--- src/rtl/rad_phase_pkg.sv ---
`timescale 1ns/1ps
package rad_phase_pkg;
  // Q3.13 radians: 3 integer bits (sign included), 13 fraction bits
  localparam int PHASE_W_DEF     = 16;
  localparam int PI_CODE_DEF     = 25736;  // 0x6488
  localparam int SYNC_STAGES_DEF = 2;

  // headroom for old phase (up to +pi) plus an unsigned word (< 2*pi)
  function automatic int sum_width(input int phase_w);
    return phase_w + 2;
  endfunction

  function automatic int two_pi_code(input int pi_code);
    return 2 * pi_code;
  endfunction
endpackage

--- src/rtl/rad_rst_sync.sv ---
`timescale 1ns/1ps
module rad_rst_sync #(
  parameter int STAGES = 2
) (
  input  logic clk,
  input  logic rst_n,
  output logic rst_sync_n
);
  logic [STAGES-1:0] shift_q;
  logic [STAGES-1:0] shift_d;

  always_comb begin
    shift_d = {shift_q[STAGES-2:0], 1'b1};
  end

  always_ff @(posedge clk or negedge rst_n) begin
    if (!rst_n) shift_q <= '0;
    else        shift_q <= shift_d;
  end

  assign rst_sync_n = shift_q[STAGES-1];
endmodule

--- src/rtl/rad_phase_next.sv ---
`timescale 1ns/1ps
module rad_phase_next
  import rad_phase_pkg::*;
#(
  parameter int PHASE_W = PHASE_W_DEF,
  parameter int PI_CODE = PI_CODE_DEF
) (
  input  logic [PHASE_W-1:0] phase_cur,
  input  logic [PHASE_W-1:0] step_word,
  output logic [PHASE_W-1:0] phase_nxt
);
  localparam int SUM_W = sum_width(PHASE_W);
  localparam logic signed [SUM_W-1:0] PI_S     = SUM_W'(PI_CODE);
  localparam logic signed [SUM_W-1:0] TWO_PI_S = SUM_W'(two_pi_code(PI_CODE));

  logic signed [SUM_W-1:0] raw_sum;
  logic                    over_pi;

  always_comb begin
    raw_sum   = $signed({{(SUM_W-PHASE_W){phase_cur[PHASE_W-1]}}, phase_cur})
              + $signed({{(SUM_W-PHASE_W){1'b0}}, step_word});
    over_pi   = (raw_sum > PI_S);
    // remove one full turn; the residual fraction is preserved
    phase_nxt = PHASE_W'(over_pi ? (raw_sum - TWO_PI_S) : raw_sum);
  end
endmodule

--- src/rtl/rad_phase_reg.sv ---
`timescale 1ns/1ps
module rad_phase_reg #(
  parameter int PHASE_W = 16
) (
  input  logic               clk,
  input  logic               rst_n,
  input  logic               step_en,
  input  logic [PHASE_W-1:0] phase_nxt,
  output logic [PHASE_W-1:0] phase_q,
  output logic               vld_q
);
  logic [PHASE_W-1:0] phase_d;
  logic               vld_d;

  always_comb begin
    phase_d = step_en ? phase_nxt : phase_q;
    vld_d   = step_en;
  end

  always_ff @(posedge clk or negedge rst_n) begin
    if (!rst_n) begin
      phase_q <= '0;
      vld_q   <= 1'b0;
    end else begin
      phase_q <= phase_d;
      vld_q   <= vld_d;
    end
  end
endmodule

--- src/rtl/rad_phase_acc.sv ---
`timescale 1ns/1ps
module rad_phase_acc
  import rad_phase_pkg::*;
#(
  parameter int PHASE_W     = PHASE_W_DEF,
  parameter int PI_CODE     = PI_CODE_DEF,
  parameter int SYNC_STAGES = SYNC_STAGES_DEF
) (
  input  logic               clk,
  input  logic               rst_n,
  input  logic               en,
  input  logic [PHASE_W-1:0] fcw,
  output logic [PHASE_W-1:0] phase,
  output logic               phase_vld
);
  logic               core_rst_n;
  logic [PHASE_W-1:0] phase_nxt;

  rad_rst_sync #(.STAGES(SYNC_STAGES)) rst_sync_i (
    .clk        (clk),
    .rst_n      (rst_n),
    .rst_sync_n (core_rst_n)
  );

  rad_phase_next #(.PHASE_W(PHASE_W), .PI_CODE(PI_CODE)) next_i (
    .phase_cur (phase),
    .step_word (fcw),
    .phase_nxt (phase_nxt)
  );

  rad_phase_reg #(.PHASE_W(PHASE_W)) reg_i (
    .clk       (clk),
    .rst_n     (core_rst_n),
    .step_en   (en),
    .phase_nxt (phase_nxt),
    .phase_q   (phase),
    .vld_q     (phase_vld)
  );
endmodule

--- config.mk ---
export PLATFORM = sky130hd
export DESIGN_NAME = rad_phase_acc
export DESIGN_NICKNAME = d
export VERILOG_FILES = /design/src/rtl/rad_phase_pkg.sv /design/src/rtl/rad_rst_sync.sv /design/src/rtl/rad_phase_next.sv /design/src/rtl/rad_phase_reg.sv /design/src/rtl/rad_phase_acc.sv
export SDC_FILE = /design/constraint.sdc
export NUM_CORES = 1
export LEC_CHECK = 0
export CAP_MARGIN = 30
export CORE_MARGIN = 3
export CORE_UTILIZATION = 35
export CTS_CLUSTER_SIZE = 12
export DETAILED_ROUTE_END_ITERATION = 6
export PLACE_DENSITY = 0.71
export SYNTH_ARGS = -nofsm -noshare
export SYNTH_HDL_FRONTEND = slang
export SYNTH_HIERARCHICAL = 1
export SYNTH_SLANG_ARGS = --single-unit
export TNS_END_PERCENT = 50
--- constraint.sdc ---
create_clock -name clk -period 0.8 [get_ports clk]
set_input_delay 0.2 -clock clk [delete_from_list [all_inputs] [get_ports clk]]
set_output_delay 0.2 -clock clk [all_outputs]
set_load 0.005 [all_outputs]
# ---- Yosys cells after proc, flatten, opt, wreduce, memory -nomap -nowiden
# Cells that the tools add are included.
dict set report word_totals {
  regBits 19
  inputBits 19
  output_inout_bits 17
}
dict set report op_classes {
  n_addsub 2
  n_lt_le_gt_ge 1
  mux 1
}
# op count
set ops {}
lappend ops {{adder 16 x 17 -> 18 bit} 1}
lappend ops {{> comparator 18 x 16 -> 1 bit (second input constant)} 1}
lappend ops {{2-to-1 mux 16 bit} 1}
lappend ops {{subtractor 16 x 15 -> 16 bit (second input constant)} 1}

# ---- Longest topological paths before layout
dict set report depth {
  depth_word 3
  depth_mapped 17
  depth_no_buf 16
}

# ---- Modules after synthesis
# The synthesis kept the hierarchy.
# mod n_inst cells_per_inst area_per_inst_um2 seq_area_each_um2
set modules_own_cells {}
lappend modules_own_cells {rad_phase_next 1 180 1325.0 0.0}
lappend modules_own_cells {rad_phase_reg 1 35 674.4 425.4}
lappend modules_own_cells {rad_rst_sync 1 3 53.8 50.0}

# ---- Worst setup path before layout
# Ideal clock, no wire load.
dict set report synth_timing {
  path_kind {reg2reg}
  start {register reg_i.phase_q[0]}
  end {register reg_i.phase_q[8]}
  setup_time_ns 0.125
  arrival_ns 3.740
  path_slack_ns -3.065
  path_stages_with_launch 18
  path_buffers 1
  synth_period_minus_slack_ns 3.865
  path_cell_list {dfrtp_1 > ha_1 > fa_1 > a21o_1 > a21oi_1 > xor2_1 > ha_1 > inv_1 > a31o_2 > a22oi_1 > o211ai_1 > a211o_1 > a311oi_1 > o22ai_1 > buf_6 > nor2b_4 > xnor2_2 > mux2_4}
}
dict set report synth_between {
  elab_chain_len 3
  word_cells_on_any_way 4
  cone_classes {add/sub (2); order compare (1); mux (1)}
}
# item line_no
set synth_lines {}
lappend synth_lines {{start: declaration} rad_phase_reg.sv:9} ;# output logic [PHASE_W-1:0] phase_q,
lappend synth_lines {{start signal: assignment} rad_phase_reg.sv:25} ;# phase_q <= phase_d;
lappend synth_lines {{adder 16 x 17 -> 18 bit *} rad_phase_next.sv:21} ;# + $signed({{(SUM_W-PHASE_W){1'b0}}, step_word});
lappend synth_lines {{subtractor 16 x 15 -> 16 bit or > comparator 18 x 16 -> 1 bit (tied branches)} {rad_phase_next.sv:24, rad_phase_next.sv:22}}
lappend synth_lines {{2-to-1 mux 16 bit *} rad_phase_next.sv:24} ;# phase_nxt = PHASE_W'(over_pi ? (raw_sum - TWO_PI_S) : raw_sum);
lappend synth_lines {{net phase_nxt[8]} rad_phase_acc.sv:17} ;# logic [PHASE_W-1:0] phase_nxt;
# The timed path passes the listed nets; every way through them passes the cells marked *.
# A chain may end at the register's enable or synchronous reset.

# ---- Worst setup path in the final report
dict set report layout_timing {
  start {register reg_i.phase_q[0]}
  end {register reg_i.phase_q[12]}
}
# Same word-level chain as after synthesis.

==> key figures <==
Outcome
  – Outcome: complete, but fails checks
  – Violations in the final reports: setup timing

Cells and area
  – Number of antenna cells inserted: 0
  – Sequential cell area: 477 sq um
  – Share of the core filled with cells: 60.5%
  – Nets: 383
  – Multi-input combinational cell area: 1700 sq um
  – Share of cells above drive strength 1: 48.7%
  – Area overhead of the layout relative to synthesis: 65.3%
  – Fillers: 490

Clock tree
  – Number of clock sinks: 19
  – CTS Root Buffer Type: clkbuf_8
  – Max H-tree Level: 1
  – Clock-pin slew on the worst setup and hold paths: 80 ps
  – Post-cts hold buffer count: 0
  – TritonCTS Buffers: 3
  – Max clock buf depth: 2
  – Clock tree from TritonCTS: done
  – Clock Latency Late Sink: 270 ps

Flow run
  – Max capacitance violation total: 0

STA
  – Share of the clock period used by the worst path: 475%
  – Final count of negative-setup-slack endpoints: 33
  – Final hold violations: 0
  – Hold slack final: 87.4 ps
  – Final max-slew violation count: 0
  – Final total negative setup slack: -43540 ps
  – Final Critical Period: 3800 ps
  – Max-slew headroom: 64.2%
  – Unrepaired setup endpoints after global routing: yes
  – Worst slew pin tran: 531 ps
  – Fin worst setup slack: -3000 ps
  – Highest attainable clock frequency: 263 MHz
  – Final clock skew: 8.74 ps

Detailed routing
  – Remaining antenna violation count: 0
  – DRC viols: 0
  – Met2 Wirelength: 3140 microns
  – Total routed wire length on the met1 layer: 2690 microns
  – Number of DRC violations after detailed-routing iteration 0: 125
  – Avg Vias per Cell: 5.33
  – Met3 Wirelength: 432 microns
  – Total iterations of the first detailed-routing run: 4
  – Via count of the routed design: 2213
  – Top routing layer used: met4
  – Total wire length: 6390 microns
  – Average detailed-routed wire length per instance: 15.4 microns

Synthesis
  – Synthesized netlist net count: 257
  – Synth warnings: 6
  – Seq/Total Area, Yosys: 23.2%
  – Synth area leader: dfrtp_1
  – Proportion of register bits with asynchronous set or reset after synthesis: 100%
  – Number of enable-type register cells in the synthesized netlist: 0
  – Main area contributors after synthesis: dfrtp_1, ha_1, mux2_4
  – Top cell types by occurrence after synthesis: dfrtp_1, ha_1, nand2_1
  – Mean area per synthesized cell: 9.42 sq um
  – Flip-flop and latch count after synthesis: 19
  – Top flip-flop cell by instance count after synthesis: dfrtp_1
  – Cell area after synthesis: 2050 sq um
  – Top-area cell type share of the netlist area: 23.2%
  – Yosys cell types: 59
  – Cell count after synthesis: 218

Setup path
  – Slowest cell delay on critical path: 440 ps
  – Worst path arrival time: 3960 ps
  – Critical path fanouts, max: 4
  – Setup crit end kind: register
  – CP max-delay cell: xor2_1
  – CP Launch Type: register
  – Crit path kind: register to register
  – Cells along the critical path: ha_4 -> fa_2 -> a21o_1 -> and3_1 -> or3_4 -> nand3_1 -> o21ai_0 -> xor2_1 -> a311oi_2 -> buf_4 -> o22ai_2 -> or2b_1 -> xnor2_1 -> mux2_4
  – Critical path data required time: 960 ps

Floorplan
  – Row Count: 27
  – Floorplan die area: 6820 sq um
  – Die extent in y: 82.6 microns
  – Area of the placeable core: 5610 sq um
  – Initial cell density of the core: 36.6%
  – Width of the die: 82.6 microns
  – Top-level port count: 36

Power and ir drop
  – Cell-internal power: 11.2 mW
  – Comb power frac: 86.8%
  – Net switching power: 8.13 mW
  – Switching share of power: 42.0%
  – Total power: 19.3 mW
  – Sequential Power Share: 9.4%
  – Pwr/cell area: 5700 nW/um^2
  – Leakage dissipation: 1.62 nW
  – Clock Power Share: 3.7%
  – Largest voltage drop on the vdd net: 2830 uV

Global route
  – Global-route wire length before repair: 10100 microns
  – Leftover overflow at the end of global routing: 0
  – Largest net degree at the start of global routing: 18
  – Initial antenna violation count: 0
  – Via count of the first global-routing pass: 2209
  – Total track usage: 19.1%

Place
  – Number of port buffers: 35
  – Last weighted congestion value of the routability-driven placer: 0.828
  – Estimated wirelength of the detail-placed design: 4580 microns
  – Post-Place Setup Slack: -3370 ps

Min path
  – Min-delay worst type: input pin to asynchronous set/reset pin
## power groups by stage
stage	combinational, mW	sequential [mW]	clock [mW]
3_5_place_dp	14.1	1.78	0
4_1_cts	15.4	1.78	0.759
2_1_floorplan	8.39	1.88	0
3_3_place_gp	13.8	1.76	0
5_1_grt	18.1	1.87	0.800
6_report	16.8	1.82	0.725
## cell usage in the layout, fill, tap and decap left out, types with 8 or more instances in the layout
master / netlist / final
ha_1: 19 / 13
nor2_1: 12 / 11
mux2_4: 10 / 14
clkbuf_2: 0 / 12
buf_6: 3 / 21
o21ai_0: 9 / 9
dfrtp_1: 19 / 18
clkdlybuf4s50_1: 0 / 15
xnor2_1: 11 / 8
buf_4: 0 / 74
nand2_1: 13 / 11
## cell families (layout without fill, tap and decap cells)
kind of cell    count (synthesis)  in the layout  share of synthesized area, %
compound gates                 63             64                          22.9
xor+xnor                       18             18                          8.04
fa+ha+maj                      20             20                          12.6
buf+inv                        14            138                          4.57
flops                          19             19                          23.2
mux                            17             17                          11.1
other cells                     1              1                         0.183
simple gates                   66             66                          17.5
## cell type report
cell class,instances,area share [%]
clock buffer,3,1.22
sequential,19,14.0
inverter,6,0.663
tap,72,2.65
timing repair buffer,128,31.3
clock inverter,1,0.147
multi-input combinational,186,50.0
## worst max-delay path, delay by kind of cell (launching register included)
kind            cells  cell delay [ps]
buf+inv             1              180
fa+ha+maj           2              530
flops               1              410
simple gates        4              930
xor+xnor            2              570
compound gates      4              830
mux                 1              250
## flip-flops by register name (all words and copies together), names as in the netlist
name,flops
reg_i/phase_q,16
rst_sync_i/shift_q,2
reg_i/vld_q,1
## final timing paths
| kind | end | start | cells past startpoint | slack [ps] |
|---|---|---|---|---|
| max | reg_i/phase_q[12]$_DFFE_PN0P_ | reg_i/phase_q[0]$_DFFE_PN0P_ | 14 | -3000 |
| min | rst_sync_i/shift_q[0]$_DFF_PN0_ | rst_n | 1 | 90 |
| max reg2reg | reg_i/phase_q[12]$_DFFE_PN0P_ | reg_i/phase_q[0]$_DFFE_PN0P_ | 14 | -3000 |
| min reg2reg | reg_i/phase_q[6]$_DFFE_PN0P_ | rst_sync_i/shift_q[1]$_DFF_PN0_ | 1 | 200 |
| max in group asynchronous | reg_i/phase_q[4]$_DFFE_PN0P_ | rst_sync_i/shift_q[1]$_DFF_PN0_ | 1 | 370 |
| min in group clk | rst_sync_i/shift_q[1]$_DFF_PN0_ | rst_sync_i/shift_q[0]$_DFF_PN0_ | 0 | 360 |
## metal layers
layer  global-route usage, %  vias to the layer above
met2                    34.7                       66
met5                       0                        -
met1                    23.3                     1054
li1                        -                     1083
met3                    3.36                       10
met4                    4.25                        0
## metrics by stage
| step | instances | cell area, sq um |
|---|---|---|
| after floorplan | 218 | 2090 |
| after global placement | 399 | 3090 |
| after detailed placement | 399 | 3090 |
| after CTS | 413 | 3320 |
| after global routing | 415 | 3390 |
| final | 415 | 3390 |
## repair_timing
item,in CTS,in global routing
resized for setup,62,47
cloned,1,0
buffers inserted,9,5
pin swaps,14,9
endpoints found under the setup margin,33,33
No activity file was read; power rests on OpenSTA's default activity.
